<file path="src/rtl/dma_sync_pkg.sv">
package dma_sync_pkg;

  // Side indices inside the per-side vectors
  localparam int SIDE_RD = 0;
  localparam int SIDE_WR = 1;
  localparam int NUM_SIDES = 2;

  typedef enum logic [1:0] {
    SIDE_IDLE = 2'd0,
    SIDE_WAIT = 2'd1,
    SIDE_BUSY = 2'd2
  } side_state_t;

  // Returns {write_gated, read_gated} for a mode field and operation kind.
  // Unified: bit0 gates reads, bit1 gates writes. Split swaps the meaning.
  function automatic logic [1:0] sync_gate_sel(input logic [1:0] mode,
                                               input logic split);
    logic [1:0] g;
    if (split) g = {mode[0], mode[1]};
    else       g = {mode[1], mode[0]};
    return g;
  endfunction

endpackage

</file>
<file path="src/rtl/dma_sync_evt_latch.sv">
module dma_sync_evt_latch (
  input  logic clk,
  input  logic rst,
  input  logic clear,
  input  logic hit,
  input  logic arm,
  input  logic consume,
  output logic pending
);

  always_ff @(posedge clk) begin
    if (rst || clear) pending <= 1'b0;
    else              pending <= (pending & ~consume) | (hit & arm);
  end

endmodule

</file>
<file path="src/rtl/dma_sync_side.sv">
module dma_sync_side
  import dma_sync_pkg::*;
#(
  parameter int CNT_W = 16
) (
  input  logic             clk,
  input  logic             rst,
  input  logic             start_acc,
  input  logic [CNT_W-1:0] count_in,
  input  logic             perm,
  input  logic             gate,
  input  logic             evt,
  input  logic             ack,
  output logic             req,
  output logic             consume,
  output logic             xfer,
  output logic             active,
  output logic             fin
);

  localparam logic [CNT_W-1:0] ONE = CNT_W'(1);

  side_state_t      st;
  logic [CNT_W-1:0] remain;
  logic             release_ok;

  always_comb begin
    release_ok = (st == SIDE_WAIT) && perm && (!gate || evt);
    consume    = (st == SIDE_WAIT) && perm && gate && evt;
    xfer       = (st == SIDE_BUSY) && ack;
    active     = (st != SIDE_IDLE);
  end

  always_ff @(posedge clk) begin
    if (rst) begin
      st     <= SIDE_IDLE;
      remain <= '0;
      req    <= 1'b0;
      fin    <= 1'b0;
    end else begin
      req <= release_ok;
      if (start_acc) begin
        remain <= count_in;
        if (count_in == '0) begin
          st  <= SIDE_IDLE;
          fin <= 1'b1;
        end else begin
          st  <= SIDE_WAIT;
          fin <= 1'b0;
        end
      end else begin
        case (st)
          SIDE_WAIT: if (release_ok) st <= SIDE_BUSY;
          SIDE_BUSY: begin
            if (ack) begin
              remain <= remain - ONE;
              if (remain == ONE) begin
                st  <= SIDE_IDLE;
                fin <= 1'b1;
              end else begin
                st <= SIDE_WAIT;
              end
            end
          end
          default: ;
        endcase
      end
    end
  end

endmodule

</file>
<file path="src/rtl/dma_sync_ctrl.sv">
module dma_sync_ctrl
  import dma_sync_pkg::*;
#(
  parameter int CNT_W = 16,
  parameter int IRQ_W = 4
) (
  input  logic             clk,
  input  logic             rst,
  input  logic             start,
  input  logic             split_mode,
  input  logic [1:0]       sync_mode,
  input  logic [IRQ_W-1:0] rd_irq_mask,
  input  logic [IRQ_W-1:0] wr_irq_mask,
  input  logic [IRQ_W-1:0] irq_lines,
  input  logic [CNT_W-1:0] word_count,
  output logic             rd_req,
  input  logic             rd_ack,
  output logic             wr_req,
  input  logic             wr_ack,
  output logic             done
);

  logic [1:0]           mode_q;
  logic                 split_q;
  logic                 token_q;
  logic                 busy;
  logic                 start_acc;
  logic [NUM_SIDES-1:0] side_hit, side_perm, side_gate, side_evt, side_consume;
  logic [NUM_SIDES-1:0] side_xfer, side_active, side_fin, side_req, side_ack;

  always_comb begin
    busy      = |side_active;
    start_acc = start && !busy;
    side_hit[SIDE_RD] = |(irq_lines & rd_irq_mask);
    side_hit[SIDE_WR] = |(irq_lines & wr_irq_mask);
    side_ack[SIDE_RD] = rd_ack;
    side_ack[SIDE_WR] = wr_ack;
    side_gate = sync_gate_sel(mode_q, split_q);
    // Unified: the token holds a read element that still needs its write
    side_perm = split_q ? {NUM_SIDES{1'b1}} : {token_q, ~token_q};
  end

  always_ff @(posedge clk) begin
    if (rst) begin
      mode_q  <= 2'b00;
      split_q <= 1'b0;
      token_q <= 1'b0;
      done    <= 1'b0;
    end else begin
      if (start_acc) begin
        mode_q  <= sync_mode;
        split_q <= split_mode;
      end
      if (start_acc)              token_q <= 1'b0;
      else if (side_xfer[SIDE_RD]) token_q <= 1'b1;
      else if (side_xfer[SIDE_WR]) token_q <= 1'b0;
      done <= start_acc ? 1'b0 : &side_fin;
    end
  end

  for (genvar g = 0; g < NUM_SIDES; g++) begin : g_side
    dma_sync_evt_latch u_latch (
      .clk     (clk),
      .rst     (rst),
      .clear   (start_acc),
      .hit     (side_hit[g]),
      .arm     (side_active[g]),
      .consume (side_consume[g]),
      .pending (side_evt[g])
    );

    dma_sync_side #(.CNT_W(CNT_W)) u_side (
      .clk       (clk),
      .rst       (rst),
      .start_acc (start_acc),
      .count_in  (word_count),
      .perm      (side_perm[g]),
      .gate      (side_gate[g]),
      .evt       (side_evt[g]),
      .ack       (side_ack[g]),
      .req       (side_req[g]),
      .consume   (side_consume[g]),
      .xfer      (side_xfer[g]),
      .active    (side_active[g]),
      .fin       (side_fin[g])
    );
  end

  assign rd_req = side_req[SIDE_RD];
  assign wr_req = side_req[SIDE_WR];

endmodule

</file>
<file path="config.mk">
export PLATFORM = sky130hd
export DESIGN_NAME = dma_sync_ctrl
export DESIGN_NICKNAME = d
export VERILOG_FILES = /design/src/rtl/dma_sync_pkg.sv /design/src/rtl/dma_sync_evt_latch.sv /design/src/rtl/dma_sync_side.sv /design/src/rtl/dma_sync_ctrl.sv
export SDC_FILE = /design/constraint.sdc
export NUM_CORES = 1
export LEC_CHECK = 0
export ABC_AREA = 0
export CAP_MARGIN = 20
export CORE_MARGIN = 4
export CORE_UTILIZATION = 55
export DETAILED_ROUTE_END_ITERATION = 8
export GPL_TIMING_DRIVEN = 0
export PLACE_DENSITY = 0.81
export SLEW_MARGIN = 10
export SYNTH_ARGS = -nofsm -noshare
export SYNTH_HDL_FRONTEND = slang
export SYNTH_SLANG_ARGS = --single-unit
export TNS_END_PERCENT = 100
</file>
<file path="constraint.sdc">
create_clock -name clk -period 4.9 [get_ports clk]
set_input_delay 1.225 -clock clk [delete_from_list [all_inputs] [get_ports clk]]
set_output_delay 1.225 -clock clk [all_outputs]
set_load 0.01 [all_outputs]
</file>
==> impl_metrics.csv, run 1 <==
group,metric,value,unit
run_status,outcome,"completed",
detailed_routing,first_pass_iters,5,
floorplan,die_h,76.9,um
synthesis,synth-edff-count,0,
global_route,track_usage,26.0,%
synthesis,avgSynthCellArea,8.20,um^2
synthesis,async_flop_share,0,%
place,gp_congestion,0.939,
setup_path,cp_data_required_time,5.07,ns
timing,timing.hold.ws,0.491,ns
power_and_ir_drop,power_density,378,nW/um^2
setup_path,r2r_slack,2.86,ns
place,dp_hpwl,5460,um
layout,multi_input_area,1560,um^2
timing,maxSlewViolCount,0,
synthesis,synth_seq_area_share,36.1,%
layout,design_area,3150,um^2
timing,finalCritPeriodShare,60.0,%
timing,clock.fmax,340,MHz
timing,final.setup.tns,0,ns
floorplan,ios,39,
timing,period_needed,2.94,ns
clocking,insertion_delay,0.31,ns
clocking,clkSlewWorstSetupHoldPaths,0.09,ns
detailed_routing,postRouteWirelength,7430,um
global_route,grt_max_degree,14,
synthesis,netlist_instances,318,
layout,syn_to_final_growth,20.6,%
setup_path,cp.arrival,3.11,ns
power_and_ir_drop,vdd_drop_max,0.276,mV
place,dpl-instance-area,3040,um^2
layout,nFillCells,378,
detailed_routing,dr.first_iter.drc_count,347,
layout,antenna_cells,0,
clocking,clockBufferDepth,2,
setup_path,critical-path-slowest-cell,"clkdlybuf4s50_1",
layout,drive_gt1_share,8.01,%
layout,layout_commonest_cell,"dfxtp_1",
setup_path,path_cells,"clkdlybuf4s50_1 -> nor4b_2 -> nand2_1 -> clkbuf_1 -> o211ai_1 -> a31oi_1",
global_route,grt_overflow_total,0,
place,portBuffers,37,
layout,register_area,941,um^2
setup_path,cp-start-kind,"input port",
timing,maxSlewHeadroom,47.9,%
floorplan,die_w,76.9,um
timing,fin_worst_skew,0.00652,ns
setup_path,cp_num_buf_inv,2,
setup_path,critPathTopFamily,"buffers and inverters",
layout,utilization,70.3,%
clocking,cts_sinks,47,
timing,rsz0062_at_grt,"false",
timing,tightest_slew,0.781,ns
timing,final-hold-violation-count,0,
power_and_ir_drop,power_leakage,1.11,nW
layout,final_cell_mix,"dfxtp_1, nand2_1, clkdlybuf4s50_1",
clocking,clock_tree.root_cell,"clkbuf_8",
clocking,ctsResizeCount,0,
detailed_routing,vias_per_cell,6.76,
setup_path,critical_path.endpoint_type,"register",
synthesis,yosysUniqueCellTypes,51,
setup_path,worstSetupPathType,"input port to register",
synthesis,synth_fp_nets,358,
setup_path,slowest_delay,0.46,ns
timing,setup_violations,0,
worst_hold_path,worst_hold_path_type,"register to register",
synthesis,ys_warn_count,0,
floorplan,initial_utilization,58.3,%
detailed_routing,ant_nets,0,
synthesis,ys_ff_latch,47,
detailed_routing,drcViolationCount,0,
floorplan,dieArea,5910,um^2
global_route,grt_pass1_vias,2591,
synthesis,ys.flop_type,"dfxtp_1",
setup_path,critical_path.max_fanout,10,
detailed_routing,via_count,2797,
global_route,antenna_found_initial,0,
floorplan,fp-row-count,24,
clocking,cts-buffers-inserted,5,
floorplan,coreArea,4470,um^2
synthesis,syn_area,2610,um^2
clocking,hold_buffers,0,
job,cap_violations,0,
clocking,postCtsSetupBuffers,0,
detailed_routing,wl_per_cell,18.0,um
global_route,grt_pass1_wl,12400,um
clocking,cts_tree,"done",
layout,final_net_count,402,
clocking,htreeDepth,2,
-- registers in the layout, indices dropped and copies added, names as in the netlist --
signal,cells
g_side.u_side.fin,2
g_side.u_side.req,2
mode_q,2
g_side.u_side.remain,32
token_q,1
g_side.u_side.st,4
split_q,1
g_side.u_latch.pending,2
done,1
-- path summary, 6_finish.rpt --
check / startpoint / end / cells after the start
setup reg to reg: g_side[1].u_side.st[1]$_SDFFE_PP0P_ / g_side[1].u_side.remain[13]$_SDFFE_PP0P_ / 6
setup / recovery: start / g_side[1].u_side.remain[13]$_SDFFE_PP0P_ / 6
hold reg to reg: g_side[0].u_side.fin$_SDFFE_PP0P_ / g_side[0].u_side.fin$_SDFFE_PP0P_ / 1
hold / removal: g_side[0].u_side.fin$_SDFFE_PP0P_ / g_side[0].u_side.fin$_SDFFE_PP0P_ / 1
-- cells by family (layout without fill, tap and decap cells) --
group | after synthesis | count (layout) | synth area share, %
compound gates | 100 | 100 | 25.9
mux | 2 | 2 | 0.768
buf+inv | 23 | 67 | 3.93
fa+ha+maj | 4 | 4 | 1.92
flops | 47 | 47 | 36.1
simple gates | 142 | 142 | 31.4
-- cell usage after synthesis, types with 2 or more instances --
cell	instances	area, um^2
and3b_1	3	26.3
nor2_1	14	52.6
and2_1	2	12.5
nand3b_1	2	15.0
o311ai_0	7	61.3
dfxtp_1	47	941
or4_1	5	37.5
ha_1	4	50.1
nand4_1	8	50.1
a31oi_1	30	188
mux2i_1	2	20.0
a221oi_1	2	17.5
a2bb2oi_1	2	17.5
clkbuf_1	11	41.3
nand3_1	12	60.1
o21ai_0	11	55.1
a22o_1	3	26.3
o31a_1	2	17.5
nor4_1	8	50.1
a22oi_1	4	30.0
and3_1	5	31.3
or2_2	6	37.5
nand2b_1	8	50.1
nor3_1	8	40.0
o211ai_1	14	105
nand2_1	42	158
or3_1	5	31.3
nor3_2	3	30.0
buf_4	4	30.0
inv_1	7	26.3
a21oi_1	17	85.1
-- cell type report --
cell class / instances / area share [%]
Multi-Input combinational cell: 248 / 49.7
Sequential cell: 47 / 29.9
Timing Repair Buffer: 37 / 11.8
Buffer: 16 / 2.43
Clock buffer: 6 / 2.31
Tap cell: 52 / 2.07
Clock inverter: 1 / 0.955
Inverter: 7 / 0.835
-- where the power goes --
part | switching (mW) | leakage [nW] | internal (mW)
registers | 0.0643 | 0.385 | 0.437
logic | 0.236 | 0.670 | 0.169
clock network | 0.132 | 0.0513 | 0.150
total | 0.432 | 1.11 | 0.756
-- routing by layer --
| metal | vias up | global-route usage (%) | part of all wire (%) |
|---|---|---|---|
| li1 | 1311 | - | - |
| met1 | 1332 | 35.9 | 44 |
| met2 | 143 | 40.2 | 47 |
| met3 | 11 | 4.33 | 8.2 |
| met4 | 0 | 10.1 | 1.3 |
| met5 | - | 0 | 0 |
-- stage by stage --
| stage | power (mW) | worst slack (ns) | std cells |
|---|---|---|---|
| 2_1_floorplan | 0.779 | 2.60 | 318 |
| 3_3_place_gp | 0.893 | 1.72 | 407 |
| 3_5_place_dp | 0.901 | 1.69 | 407 |
| 4_1_cts | 1.18 | 2.01 | 414 |
| 5_1_grt | 1.26 | 1.80 | 414 |
| 6_report | 1.19 | 1.96 | 414 |
Note: power is estimated with default switching activity, not from simulation.
==> run 2: changes to the inputs <==
--- a/config.mk
+++ b/config.mk
@@ -8,10 +8,10 @@
 export ABC_AREA = 0
 export CAP_MARGIN = 20
 export CORE_MARGIN = 4
-export CORE_UTILIZATION = 55
+export CORE_UTILIZATION = 49
 export DETAILED_ROUTE_END_ITERATION = 8
 export GPL_TIMING_DRIVEN = 0
-export PLACE_DENSITY = 0.81
+export PLACE_DENSITY = 0.76
 export SLEW_MARGIN = 10
 export SYNTH_ARGS = -nofsm -noshare
 export SYNTH_HDL_FRONTEND = slang
==> constraint.sdc (replaced) <==
create_clock -name clk -period 2.55 [get_ports clk]
set_input_delay 0.6375 -clock clk [delete_from_list [all_inputs] [get_ports clk]]
set_output_delay 0.6375 -clock clk [all_outputs]
set_load 0.01 [all_outputs]
==> impl_metrics.csv, run 2 (synthesized netlist as in run 1, its figures left out) <==
group,metric,value,unit
floorplan,die_w,81.0,um
layout,final_net_count,402,
layout,drive_gt1_share,8.01,%
layout,regMostFlops,"g_side.u_side.remain",
global_route,grt_pass1_wl,12100,um
job,cap_violations,0,
detailed_routing,postRouteWirelength,7530,um
floorplan,fp-row-count,26,
setup_path,worstSetupPathType,"input port to register",
detailed_routing,wl_met2,3460,um
timing,maxSlewHeadroom,51.7,%
place,dp_hpwl,5700,um
setup_path,cp_data_required_time,2.72,ns
layout,layout_commonest_cell,"dfxtp_1",
timing,rsz0062_at_grt,"false",
floorplan,die_h,81.0,um
clocking,hold_buffers,0,
place,portBuffers,37,
floorplan,coreArea,5140,um^2
layout,largestRegisters,"g_side.u_side.remain: 32 flops, g_side.u_side.st: 4 flops",
floorplan,ios,39,
layout,largest_reg_flops,32,
timing,setup_violations,0,
layout,antenna_cells,0,
layout,fin_cells,432,
timing,final-hold-violation-count,0,
clocking,cts_sinks,47,
layout,syn_to_final_growth,21.5,%
layout,final_cell_mix,"dfxtp_1, nand2_1, clkdlybuf4s50_1",
global_route,track_usage,24.0,%
setup_path,path_cells,"clkdlybuf4s50_1 -> nor4b_2 -> nand2_1 -> clkbuf_1 -> o311ai_0 -> a31oi_1",
clocking,postCtsSetupBuffers,0,
power_and_ir_drop,power_density,719,nW/um^2
setup_path,critical-path-slowest-cell,"nor4b_2",
global_route,grt_max_degree,14,
timing,tightest_slew,0.725,ns
timing,finalCritPeriodShare,92.2,%
clocking,clock_tree.root_cell,"clkbuf_8",
clocking,cts-buffers-inserted,5,
detailed_routing,wl_met3,542,um
worst_hold_path,whs_endpoint,"g_side[0].u_side.fin$_SDFFE_PP0P_",
place,gp_congestion,0.938,
worst_hold_path,min_from,"g_side[0].u_side.fin$_SDFFE_PP0P_",
run_status,outcome,"completed",
place,dpl-instance-area,3070,um^2
setup_path,r2r_cells,6,
detailed_routing,first_pass_iters,5,
detailed_routing,wl_met1,3330,um
timing,period_needed,2.35,ns
setup_path,reg2reg_from,"g_side[1].u_side.st[1]$_SDFFE_PP0P_",
detailed_routing,wl_per_cell,17.4,um
setup_path,slowest_delay,0.47,ns
timing,fin_worst_skew,0.00741,ns
clocking,clockBufferDepth,2,
setup_path,cp-start-kind,"input port",
setup_path,critical_path.max_fanout,10,
worst_hold_path,worst_hold_path.num_cells,1,
detailed_routing,dr.first_iter.drc_count,194,
clocking,insertion_delay,0.30,ns
floorplan,dieArea,6550,um^2
clocking,cts_tree,"done",
timing,fin_ws,0.199,ns
timing,maxSlewViolCount,0,
global_route,antenna_found_initial,0,
worst_hold_path,worst_hold_path_type,"register to register",
detailed_routing,drcViolationCount,0,
global_route,grt_pass1_vias,2497,
clocking,htreeDepth,2,
global_route,grt_overflow_total,0,
detailed_routing,via_count,2690,
detailed_routing,ant_nets,0,
timing,clock.fmax,425,MHz
setup_path,critical_path.endpoint_type,"register",
power_and_ir_drop,power_leakage,1.11,nW
power_and_ir_drop,power.total,2.28,mW
place,pre_cts_ws,-0.0776,ns
power_and_ir_drop,vdd_drop_max,0.344,mV
setup_path,r2r_end,"g_side[0].u_side.remain[10]$_SDFFE_PP0P_",
setup_path,cp.arrival,2.52,ns
clocking,ctsResizeCount,0,
place,dp_cells,425,
floorplan,initial_utilization,50.7,%
layout,design_area,3170,um^2
layout,utilization,61.6,%
layout,nFillCells,498,
setup_path,r2r_slack,0.48,ns
detailed_routing,vias_per_cell,6.23,
clocking,clkSlewWorstSetupHoldPaths,0.09,ns
detailed_routing,top_layer,"met4",
[run 2: worst max path at each step]
stage,from,to,slack [ns],cells past startpoint
finish,start,g_side[0].u_side.remain[10]$_SDFFE_PP0P_,0.20,6
global route,start,g_side[1].u_side.remain[1]$_SDFFE_PP0P_,0.11,6
CTS,start,g_side[0].u_side.remain[10]$_SDFFE_PP0P_,0.23,6
detailed placement,start,g_side[0].u_side.remain[10]$_SDFFE_PP0P_,-0.08,6
global placement,start,g_side[1].u_side.remain[15]$_SDFFE_PP0P_,-0.08,6
floorplan,wr_ack,g_side[1].u_side.remain[6]$_SDFFE_PP0P_,0.84,5
[run 2: per-layer routing]
layer  vias to the layer above  global-route usage (%)
met4                         0                    8.95
met3                        21                    4.21
met2                       116                    39.7
li1                       1316                       -
met1                      1237                    31.2
met5                         -                       0
[run 2: power by group]
group	switching (mW)	total, mW	internal, mW
Combinational	0.456	0.781	0.326
Sequential	0.123	0.963	0.840
Clock	0.248	0.535	0.288
Total	0.826	2.28	1.45
[run 2: area by class of cell]
cell class,instances,area (um^2),area share [%]
multi-input combinational,248,1560,49.4
sequential,47,941,29.7
timing repair buffer,37,370,11.7
tap,70,87.6,2.76
buffer,16,76.3,2.41
clock buffer,6,72.6,2.29
clock inverter,1,30.0,0.948
inverter,7,26.3,0.829
[run 2: worst max-delay path, delay by kind of cell]
family	cells	cell delay, ns
AO/OA/AOI/OAI	2	0.34
AND/OR/NAND/NOR	2	0.77
buffers and inverters	2	0.76
[run 2: stage by stage]
stage               hold slack [ns]  setup TNS [ns]
detailed placement            0.463          -0.533
global route                  0.519               0
global placement              0.453          -0.892
floorplan                     0.444               0
finish                        0.481               0
CTS                           0.481               0
==> run 3: changes to the inputs <==
--- a/config.mk
+++ b/config.mk
@@ -9,10 +9,11 @@
 export CAP_MARGIN = 20
 export CORE_MARGIN = 4
 export CORE_UTILIZATION = 49
+export CTS_CLUSTER_SIZE = 10
 export DETAILED_ROUTE_END_ITERATION = 8
 export GPL_TIMING_DRIVEN = 0
 export PLACE_DENSITY = 0.76
-export SLEW_MARGIN = 10
+export SLEW_MARGIN = 20
 export SYNTH_ARGS = -nofsm -noshare
 export SYNTH_HDL_FRONTEND = slang
 export SYNTH_SLANG_ARGS = --single-unit
==> results of run 3 <==
Same layout as run 2: the final DEF is identical, and so are final timing and power.
